$ cat config.mk
export PLATFORM = sky130hd
export DESIGN_NAME = rst_cause_reg
export DESIGN_NICKNAME = d
export VERILOG_FILES = /design/src/rtl/rst_cause_reg.sv
export SDC_FILE = /design/constraint.sdc
export NUM_CORES = 1
export LEC_CHECK = 0
export BUFFER_PORTS_ARGS = -buffer_cell sky130_fd_sc_hd__buf_2
export CELL_PAD_IN_SITES_DETAIL_PLACEMENT = 0
export CELL_PAD_IN_SITES_GLOBAL_PLACEMENT = 1
export CORE_ASPECT_RATIO = 1.25
export CORE_MARGIN = 5
export CORE_UTILIZATION = 27
export CTS_CLUSTER_DIAMETER = 60
export CTS_CLUSTER_SIZE = 8
export DETAILED_ROUTE_END_ITERATION = 12
export HOLD_SLACK_MARGIN = 0.05
export PLACE_DENSITY_LB_ADDON = 0.1
export SLEW_MARGIN = 10
export SYNTH_ARGS = -nofsm -noshare
export SYNTH_HDL_FRONTEND = slang
export SYNTH_SLANG_ARGS = --single-unit
$ cat constraint.sdc
create_clock -name clk -period 0.88 [get_ports clk]
set_input_delay 0.044 -clock clk [delete_from_list [all_inputs] [get_ports clk]]
set_output_delay 0.044 -clock clk [all_outputs]
set_load 0.05 [all_outputs]
$ cat src/rtl/rst_cause_reg.sv
module rst_cause_reg #(
  parameter logic [15:0] VEC_HI = 16'h0008,
  parameter logic [15:0] VEC_LO = 16'h0018
) (
  input  logic        clk,
  input  logic        rst_n,
  input  logic        ev_pwr_on,
  input  logic        ev_brown,
  input  logic        ev_rst_instr,
  input  logic        ev_cfg_mis,
  input  logic        ev_ext_pin,
  input  logic        ev_wdt,
  input  logic        ev_int_wake,
  input  logic        ev_stk_full,
  input  logic        ev_stk_under,
  input  logic [1:0]  pwr_mode,
  input  logic        stk_rst_en,
  input  logic        gie_hi,
  input  logic        gie_lo,
  input  logic        sw_we,
  input  logic [7:0]  sw_wdata,
  output logic [7:0]  flags,
  output logic [1:0]  pc_act,
  output logic [15:0] pc_vec
);
  localparam int B_BOR = 0, B_POR = 1, B_PD = 2, B_TO = 3, B_RI = 4, B_CM = 5, B_SUN = 6, B_SFL = 7;
  localparam logic [7:0] PWRON_FLAGS = 8'h3C;
  localparam logic [1:0] ACT_NONE = 2'd0, ACT_ZERO = 2'd1, ACT_ADV = 2'd2, ACT_VEC = 2'd3;

  logic [7:0]  flg, flg_nx;
  logic [1:0]  act, act_nx;
  logic [15:0] vec, vec_nx;

  wire managed = pwr_mode != 2'd0;
  wire low_pwr = pwr_mode[1];
  wire stk_ev  = ev_stk_full | ev_stk_under;

  always_comb begin
    flg_nx = flg;
    act_nx = ACT_NONE;
    vec_nx = '0;
    if (ev_pwr_on) begin
      flg_nx = PWRON_FLAGS;
      act_nx = ACT_ZERO;
    end else if (ev_brown) begin
      flg_nx[B_CM:B_PD] = 4'hF;
      flg_nx[B_BOR] = 1'b0;
      act_nx = ACT_ZERO;
    end else if (ev_ext_pin) begin
      if (managed) flg_nx[B_TO] = 1'b1;
      if (low_pwr) flg_nx[B_PD] = 1'b0;
      act_nx = ACT_ZERO;
    end else if (ev_wdt) begin
      flg_nx[B_TO] = 1'b0;
      if (low_pwr) begin
        flg_nx[B_PD] = 1'b0;
        act_nx = ACT_ADV;
      end else begin
        act_nx = ACT_ZERO;
      end
    end else if (ev_cfg_mis) begin
      flg_nx[B_CM] = 1'b0;
      act_nx = ACT_ZERO;
    end else if (ev_rst_instr) begin
      flg_nx[B_RI] = 1'b0;
      act_nx = ACT_ZERO;
    end else if (stk_ev) begin
      if (ev_stk_full)  flg_nx[B_SFL] = 1'b1;
      if (ev_stk_under) flg_nx[B_SUN] = 1'b1;
      if (stk_rst_en)   act_nx = ACT_ZERO;
    end else if (ev_int_wake && managed) begin
      flg_nx[B_PD] = 1'b0;
      if (gie_hi) begin
        act_nx = ACT_VEC;
        vec_nx = VEC_HI;
      end else if (gie_lo) begin
        act_nx = ACT_VEC;
        vec_nx = VEC_LO;
      end else begin
        act_nx = ACT_ADV;
      end
    end else if (sw_we) begin
      flg_nx[B_CM:B_BOR]  = flg[B_CM:B_BOR] | sw_wdata[B_CM:B_BOR];
      flg_nx[B_SFL:B_SUN] = flg[B_SFL:B_SUN] & sw_wdata[B_SFL:B_SUN];
    end
  end

  always_ff @(posedge clk or negedge rst_n) begin
    if (!rst_n) begin
      flg <= PWRON_FLAGS;
      act <= ACT_NONE;
      vec <= '0;
    end else begin
      flg <= flg_nx;
      act <= act_nx;
      vec <= vec_nx;
    end
  end

  assign flags  = flg;
  assign pc_act = act;
  assign pc_vec = vec;
endmodule

==> impl_metrics.csv, run 1 <==
group,metric,value,unit
logic_synthesis,synth_edf_count,0,
power,p_clk_frac,0.301,
detailed_routing,wl_per_cell,11.7,um
die,rows,21,
final_layout,regArea,307,um2
final_layout,multiInputGateArea,358,um2
run_status,violations,"setup timing",
run_status,status,"complete, but fails checks",
power,leakagePower,0.616,nW
place,hpwlAfterDp,1.69,mm
power,p_per_area,1130,nW/um2
place,gpl.final_weighted_congestion,0.795,
timing,period_share,1.16,
cts,cts_tree,"done",
grt,grt_pass1_wl,3.40,mm
cts,clock-sinks,12,
die,initial_core_util,0.276,
detailed_routing,via_per_inst,4.31,
timing,fin_crit,1.02,ns
logic_synthesis,synth_top_area_frac,0.276,
detailed_routing,first_iter_violations,5,
setup_path,r2r_cells,4,
timing,layout_setup_ws,-0.145,ns
setup_path,worstPathMaxFanout,2,
die,num_io_pins,51,
timing,finalSetupViolCount,9,
setup_path,crit_start,"flags[2]$_DFFE_PN1P_",
cts,cts_made_buffers,3,
grt,grt-ovfl-total,0,
logic_synthesis,syn_area_per_cell,9.06,um2
final_layout,nets,172,
grt,antenna_found_initial,0,
setup_path,worstPathArrival,0.98,ns
logic_synthesis,ys_seq_area_frac,0.421,
logic_synthesis,synthTopCellsByArea,"dfrtp_1 28%, buf_4 15%, dfstp_2 15%, nor2_1 5.2%, a311oi_1 3.6%",
die,core_area,2630,um2
detailed_routing,drtPass1Iterations,4,
power,pwr-share-seq,0.391,
place,place_ws,-0.405,ns
setup_path,cp-start-kind,"flop",
min_path,hp-class,"in2reg",
logic_synthesis,synthCells,80,
final_layout,diodes,0,
setup_path,crit_chain,"buf_8",
timing,finalHoldViolCount,0,
die,die_area,3830,um2
grt,grt_max_degree,13,
setup_path,crit_buf_inv,1,
power,comb_power_share,0.308,
cts,clock_path_buffers,2,
place,port_buffers,36,
logic_synthesis,ys_ff_latch,12,
setup_path,r2r-start,"flags[2]$_DFFE_PN1P_",
final_layout,layout-drive-gt1-share,0.486,
logic_synthesis,synth_ff_type,"dfrtp_1",
detailed_routing,via_count,775,
place,place_inst,162,
timing,rsz0062_at_grt,"true",
timing,slew_viol_final,0,
cts,cts_root_buf,"clkbuf_4",
power,intPower,0.987,mW
die,die_y,67.9,um
run,maxCapViolCount,0,
power,power_switching,0.473,mW
setup_path,path_depth,1,
min_path,min_from,"ev_pwr_on",
timing,fin_worst_skew,0,ns
cts,path_clk_slew,0.08,ns
setup_path,slowest_delay,0.56,ns
setup_path,critPathTopFamily,"flip-flops",
final_layout,fillers,283,
logic_synthesis,ys_types,29,
cts,cts.htree.levels,1,
power,p_sw_frac,0.324,
cts,clk_latency,0.27,ns
detailed_routing,routed_wl,2.10,mm
setup_path,slowest_stage,"dfstp_2",
final_layout,synthToLayoutAreaGrowth,77.7,%
logic_synthesis,synthArstFlopShare,1.00,
logic_synthesis,synth_common_cells,"14 x buf_4, 10 x nor2_1, 8 x dfrtp_1",
grt,grt_pass1_vias,753,
setup_path,cp.required,0.84,ns
setup_path,setup.worst_path.class,"reg2out",
grt,grt_use_total,0.118,
logic_synthesis,netlist_area,724,um2
timing,clock.fmax,976,MHz
logic_synthesis,synth_area_leader_cell,"dfrtp_1",
logic_synthesis,ys_warn_count,0,
die,dieWidth,56.3,um
logic_synthesis,yosysMostFrequentCell,"buf_4",
detailed_routing,drc,0,
power,ir_drop,0.679,mV
detailed_routing,ant_nets,0,
setup_path,worstSetupEndpointType,"primary output",
min_path,hold_depth,3,
final_layout,instances_no_fill,180,
registers in the layout, summed over array words and instances, names as in the netlist:
register,flops
flags,8
pc_act,2
pc_vec,2
worst min-delay path, cell delays in order:
cell	delay, ns
buf_2	0.08
or2_2	0.14
a211oi_1	0.05
placed cells by master (no fill, tap or decap), types with 4 or more instances in the layout:
cell type / synthesis / routed
buf_2: 0 / 22
buf_4: 14 / 18
buf_6: 1 / 11
buf_8: 0 / 4
conb_1: 1 / 14
dfrtp_1: 8 / 7
dfstp_2: 4 / 4
dlygate4sd3_1: 0 / 10
inv_1: 4 / 4
nor2_1: 10 / 10
per-stage QoR:
stage / utilization / hold slack (ns) / power, mW / area (um2) / setup TNS, ns
global placement: 0.379 / -0.0589 / 0.956 / 996 / -3.07
CTS: 0.470 / 0.0532 / 1.46 / 1230 / -0.781
detailed placement: 0.379 / -0.0653 / 0.955 / 996 / -3.32
finish: 0.490 / 0.0837 / 1.46 / 1290 / -0.746
global route: 0.490 / 0.0903 / 1.55 / 1290 / -1.23
floorplan: - / -0.252 / 0.851 / 781 / -0.800
layer usage:
layer	vias up	GRT usage	routed length (um)
li1	393	-	-
met1	350	0.130	815
met2	30	0.192	1070
met3	2	0.0472	197
met4	0	0.0712	19
met5	-	0	0
what timing repair did:
| item | CTS | global route |
|---|---|---|
| hold endpoints to repair | 19 | 0 |
| buffers inserted | 2 | 2 |
| setup endpoints to repair | 16 | 18 |
| hold buffers | 10 | 0 |
| gates resized for setup | 28 | 7 |
| pin swaps | 2 | 3 |
kinds of logic (layout without fill, tap and decap cells):
| kind of cell | after synthesis | count (layout) | synth area share |
|---|---|---|---|
| flops | 12 | 12 | 0.421 |
| other cells | 1 | 14 | 0.00518 |
| buf+inv | 20 | 73 | 0.187 |
| compound gates | 21 | 21 | 0.200 |
| simple gates | 26 | 26 | 0.187 |
worst paths after layout:
| kind | to | slack [ns] |
|---|---|---|
| hold reg to reg | flags[0]$_DFFE_PN0P_ | 0.53 |
| hold / removal | pc_act[1]$_DFF_PN0_ | 0.08 |
| min in group asynchronous | flags[6]$_DFFE_PN0P_ | 0.17 |
| max in group asynchronous | flags[5]$_DFFE_PN1P_ | 0.44 |
| setup reg to reg | flags[2]$_DFFE_PN1P_ | -0.09 |
| setup / recovery | flags[2] | -0.14 |
layout make-up:
cell class                 count  share of cell area
inverter                       4              0.0117
multi-input combinational     61               0.278
sequential                    12               0.238
timing repair buffer          65               0.411
clock buffer                   4              0.0282
tap                           34              0.0330
power by group through the flow:
stage,Sequential (mW),Clock (mW),Combinational [mW]
floorplan,0.609,0,0.242
global placement,0.579,0,0.377
detailed placement,0.578,0,0.376
CTS,0.571,0.462,0.431
global route,0.572,0.488,0.488
finish,0.571,0.439,0.450
Note: power is estimated with default switching activity, not from simulation.
==> inputs of run 2 (changes only) <==
- REMOVE_ABC_BUFFERS: default -> 1
==> run 2 against run 1 <==
Against the previous run: the flow still finishes with violations (setup timing); clock skew did not move; first-iteration DRC count grew 80%; utilization up 1.2 points; fmax up 0.58%; clock power grew 3%; register-to-register slack gained 0.04 ns; critical path type unchanged; critical endpoint is now flags[3]; largest cell class unchanged; highest routed layer unchanged.
==> impl_metrics.csv, run 2 (synthesis results as in run 1) <==
group,metric,value,unit
run_status,status,"complete, but fails checks",
run_status,violations,"setup timing",
final_layout,synthToLayoutAreaGrowth,82.2,%
timing,finalHoldViolCount,0,
setup_path,cp-start-kind,"flop",
detailed_routing,first_iter_violations,9,
timing,fin_worst_skew,0,ns
setup_path,r2r-start,"flags[3]$_DFFE_PN1P_",
power,intPower,0.990,mW
timing,period_share,1.16,
cts,cts.htree.levels,1,
power,ir_drop,0.870,mV
cts,cts_root_buf,"clkbuf_4",
timing,finalSetupViolCount,8,
detailed_routing,ant_nets,0,
grt,grt_max_degree,13,
grt,grt-ovfl-total,0,
setup_path,setup.worst_path.class,"reg2out",
cts,cts-hold-fix-buffers,10,
setup_path,slowest_stage,"dfstp_2",
min_path,hp-class,"in2reg",
setup_path,r2r_cells,3,
die,die_area,3830,um2
timing,tns,-0.702,ns
grt,grt_pass1_vias,838,
final_layout,nets,176,
timing,rsz0062_at_grt,"true",
cts,clock_path_buffers,2,
place,place_ws,-0.383,ns
place,hpwlAfterDp,1.76,mm
setup_path,crit_start,"flags[3]$_DFFE_PN1P_",
grt,met3_usage,0.0358,
setup_path,slowest_delay,0.56,ns
setup_path,worstPathMaxFanout,2,
die,die_y,67.9,um
setup_path,crit_end,"flags[3]",
setup_path,rrSetupSlack,-0.05,ns
cts,clk_latency,0.27,ns
timing,slew_viol_final,0,
timing,layout_setup_ws,-0.139,ns
power,pwr-share-seq,0.386,
power,p_per_area,1120,nW/um2
timing,holdWs,0.0467,ns
place,gpl.final_weighted_congestion,0.782,
detailed_routing,routed_wl,2.26,mm
place,port_buffers,36,
setup_path,path_depth,1,
power,p_clk_frac,0.305,
detailed_routing,via_per_inst,4.41,
final_layout,mostFrequentLayoutCells,"23 x buf_2, 22 x buf_4, 14 x conb_1",
final_layout,largest_reg_flops,8,
grt,grt.busiest_layer,"met2",
setup_path,worstSetupEndpointType,"primary output",
cts,clock-sinks,12,
power,p_sw_frac,0.331,
timing,clock.fmax,981,MHz
die,core_area,2630,um2
cts,cts_tree,"done",
grt,antenna_found_initial,0,
power,power.total,1.48,mW
timing,fin_crit,1.02,ns
final_layout,final_area,1320,um2
power,comb_power_share,0.310,
final_layout,layout-drive-gt1-share,0.513,
grt,grt_use_met1,0.130,
detailed_routing,wl_per_cell,12.3,um
setup_path,worstPathArrival,0.97,ns
die,initial_core_util,0.276,
final_layout,fillers,264,
die,rows,21,
grt,grt_use_total,0.123,
grt,globalRouteMet2Util,0.232,
run,maxCapViolCount,0,
detailed_routing,via_count,811,
setup_path,reg2reg_to,"flags[3]$_DFFE_PN1P_",
power,leakagePower,0.640,nW
cts,path_clk_slew,0.08,ns
die,num_io_pins,51,
detailed_routing,drtPass1Iterations,2,
setup_path,crit_buf_inv,1,
final_layout,diodes,0,
setup_path,crit_chain,"buf_8",
cts,cts_made_buffers,3,
die,dieWidth,56.3,um
final_layout,layout_commonest_cell,"buf_2",
place,dpl-instance-area,1020,um2
grt,grt_pass1_wl,3.66,mm
power,power_switching,0.490,mW
detailed_routing,drc,0,
setup_path,critPathTopFamily,"flip-flops",
setup_path,cp.required,0.84,ns
## run 2: worst register-to-register path: cells and delay by family, from the launching register on
kind,cells,cell delay [ns]
compound gates,2,0.19
buf+inv,1,0.11
flops,1,0.56
## run 2: power groups by stage
stage | clock network [mW] | logic, mW | registers, mW
after CTS | 0.478 | 0.452 | 0.571
after global routing | 0.494 | 0.493 | 0.572
after floorplan | 0 | 0.183 | 0.609
final | 0.451 | 0.458 | 0.571
after global placement | 0 | 0.386 | 0.579
after detailed placement | 0 | 0.386 | 0.579
## run 2: what timing repair did
item | CTS | global route
setup buffers | 3 | 1
pin swaps | 7 | 3
endpoints found under the hold margin | 19 | 1
resized for setup | 33 | 6
setup endpoints to repair | 19 | 20
## run 2: metal layers
layer  share of wire  routed length [um]  vias up
li1                -                   -      402
met1            0.38                 857      384
met2            0.55                1230       23
met3           0.069                 157        2
met4          0.0049                  11        0
met5               0                   0        -
## run 2: worst min-delay path by stage
stage,cells after the start,from,endpoint,slack [ns]
final,3,ev_pwr_on,flags[6]$_DFFE_PN0P_,0.05
after global routing,3,ev_pwr_on,flags[6]$_DFFE_PN0P_,0.05
after CTS,3,ev_pwr_on,flags[6]$_DFFE_PN0P_,0.04
after detailed placement,1,rst_n,pc_vec[4]$_DFF_PN0_,-0.06
after global placement,1,rst_n,pc_vec[4]$_DFF_PN0_,-0.06
after floorplan,0,rst_n,flags[0]$_DFFE_PN0P_,-0.25
## run 2: final cells by class
class	instances	area (um2)	share of cell area
tap	34	42.5	0.0322
sequential	12	305	0.231
inverter	4	15.0	0.0114
clock buffer	4	36.3	0.0275
multi-input combinational	61	368	0.279
timing repair buffer	69	553	0.419
## run 2: stage by stage
stage | util | std cells
floorplan | - | 77
finish | 0.502 | 184
CTS | 0.489 | 183
global route | 0.502 | 184
detailed placement | 0.388 | 166
global placement | 0.388 | 166
==> inputs of run 3 (changes only) <==
- TNS_END_PERCENT: default -> 50
==> run 3 against run 2 <==
Against the previous run: the run still ends with setup timing left; hold slack worse by 0.0029 ns; via count down 1.4%; global-route usage unchanged; routed wire length down 0.44%; highest routed layer unchanged.
==> impl_metrics.csv, run 3 (synthesis results as in run 1) <==
group,metric,value,unit
run_status,status,"complete, but fails checks",
run_status,violations,"setup timing",
detailed_routing,routed_wl,2.25,mm
cts,path_clk_slew,0.08,ns
place,dpl-instance-area,1020,um2
detailed_routing,via_per_inst,4.35,
setup_path,worstPathMaxFanout,2,
die,dieWidth,56.3,um
power,comb_power_share,0.308,
cts,cts_tree,"done",
timing,finalHoldViolCount,0,
die,die_y,67.9,um
cts,clk_latency,0.27,ns
timing,finalSetupViolCount,10,
timing,layout_setup_ws,-0.140,ns
power,power_switching,0.494,mW
final_layout,layout_commonest_cell,"buf_2",
power,p_clk_frac,0.307,
place,port_buffers,36,
setup_path,path_depth,1,
power,leakagePower,0.638,nW
run,maxCapViolCount,0,
power,p_sw_frac,0.333,
setup_path,crit_chain,"buf_8",
detailed_routing,drtPass1Iterations,3,
setup_path,critPathTopFamily,"flip-flops",
final_layout,diodes,0,
grt,grt-ovfl-total,0,
grt,grt_max_degree,13,
timing,period_share,1.16,
final_layout,synthToLayoutAreaGrowth,81.5,%
die,rows,21,
setup_path,slowest_delay,0.56,ns
detailed_routing,first_iter_violations,11,
final_layout,nets,176,
power,ir_drop,0.871,mV
grt,grt_pass1_wl,3.66,mm
setup_path,r2r_cells,3,
min_path,hold_depth,3,
place,hpwlAfterDp,1.76,mm
final_layout,fillers,265,
grt,antenna_found_initial,0,
detailed_routing,wl_per_cell,12.2,um
min_path,hp-class,"in2reg",
timing,fin_crit,1.02,ns
place,place_ws,-0.383,ns
cts,cts-hold-fix-buffers,10,
setup_path,setup.worst_path.class,"reg2out",
die,initial_core_util,0.276,
die,die_area,3830,um2
cts,cts.htree.levels,1,
timing,tns,-0.706,ns
detailed_routing,drc,0,
setup_path,worstPathArrival,0.98,ns
grt,grt_use_total,0.123,
cts,cts_root_buf,"clkbuf_4",
timing,rsz0062_at_grt,"true",
timing,clock.fmax,980,MHz
final_layout,mostFrequentLayoutCells,"23 x buf_2, 22 x buf_4, 14 x conb_1",
setup_path,cp.required,0.84,ns
cts,cts_made_buffers,3,
final_layout,layout-drive-gt1-share,0.507,
setup_path,cp-start-kind,"flop",
die,num_io_pins,51,
power,pwr-share-seq,0.385,
die,core_area,2630,um2
detailed_routing,ant_nets,0,
detailed_routing,via_count,800,
grt,grt_pass1_vias,832,
final_layout,final_area,1320,um2
cts,clock-sinks,12,
place,gpl.final_weighted_congestion,0.782,
power,power.total,1.48,mW
final_layout,finalCoreUtilization,0.500,
power,p_per_area,1130,nW/um2
cts,clock_path_buffers,2,
power,intPower,0.990,mW
timing,fin_worst_skew,0,ns
setup_path,crit_buf_inv,1,
timing,slew_viol_final,0,
setup_path,worstSetupEndpointType,"primary output",
setup_path,slowest_stage,"dfstp_2",
final_layout,largest_reg_flops,8,
run 3: stage by stage:
step | hold WS (ns) | cells
3_3_place_gp | -0.0558 | 166
3_5_place_dp | -0.0576 | 166
2_1_floorplan | -0.252 | 77
6_report | 0.0438 | 184
5_1_grt | 0.0478 | 184
4_1_cts | 0.0426 | 183
run 3: path summary, 6_finish.rpt:
path                       slack (ns)                   end            startpoint
max                             -0.14              flags[4]  flags[4]$_DFFE_PN1P_
min                              0.04  flags[7]$_DFFE_PN0P_             ev_pwr_on
max reg2reg                     -0.05  flags[3]$_DFFE_PN1P_  flags[3]$_DFFE_PN1P_
min reg2reg                      0.54  flags[0]$_DFFE_PN0P_  flags[0]$_DFFE_PN0P_
max in group asynchronous        0.44  flags[5]$_DFFE_PN1P_                 rst_n
min in group asynchronous        0.17   pc_act[1]$_DFF_PN0_                 rst_n
run 3: final cells by class:
cell class	instances	area, um2	share of cell area
Timing Repair Buffer	69	553	0.421
Tap cell	34	42.5	0.0324
Clock buffer	4	36.3	0.0276
Multi-Input combinational cell	61	363	0.276
Sequential cell	12	305	0.232
Inverter	4	15.0	0.0114
run 3: tightest hold or removal path, cell delays in order:
cell and delay [ns]:
buf_2 0.10, buf_4 0.10, a311oi_1 0.04
run 3: layer usage:
metal / up-vias / global-route usage / share of wire
met4: 0 / 0.0445 / 0.0058
met3: 2 / 0.0358 / 0.068
met5: - / 0 / 0
li1: 402 / - / -
met2: 23 / 0.231 / 0.54
met1: 373 / 0.131 / 0.39
run 3: power by group through the flow:
stage,clock (mW),sequential [mW],combinational (mW)
floorplan,0,0.609,0.183
global route,0.494,0.572,0.491
CTS,0.478,0.571,0.449
global placement,0,0.579,0.386
finish,0.456,0.571,0.456
detailed placement,0,0.579,0.386
run 3: what timing repair did:
item                                    CTS  global route
endpoints found under the hold margin    19             1
pin swaps                                 7             5
buffers inserted                          3             1
endpoints found under the setup margin   19            20
gates cloned                              0             0
gates resized for setup                  31             7
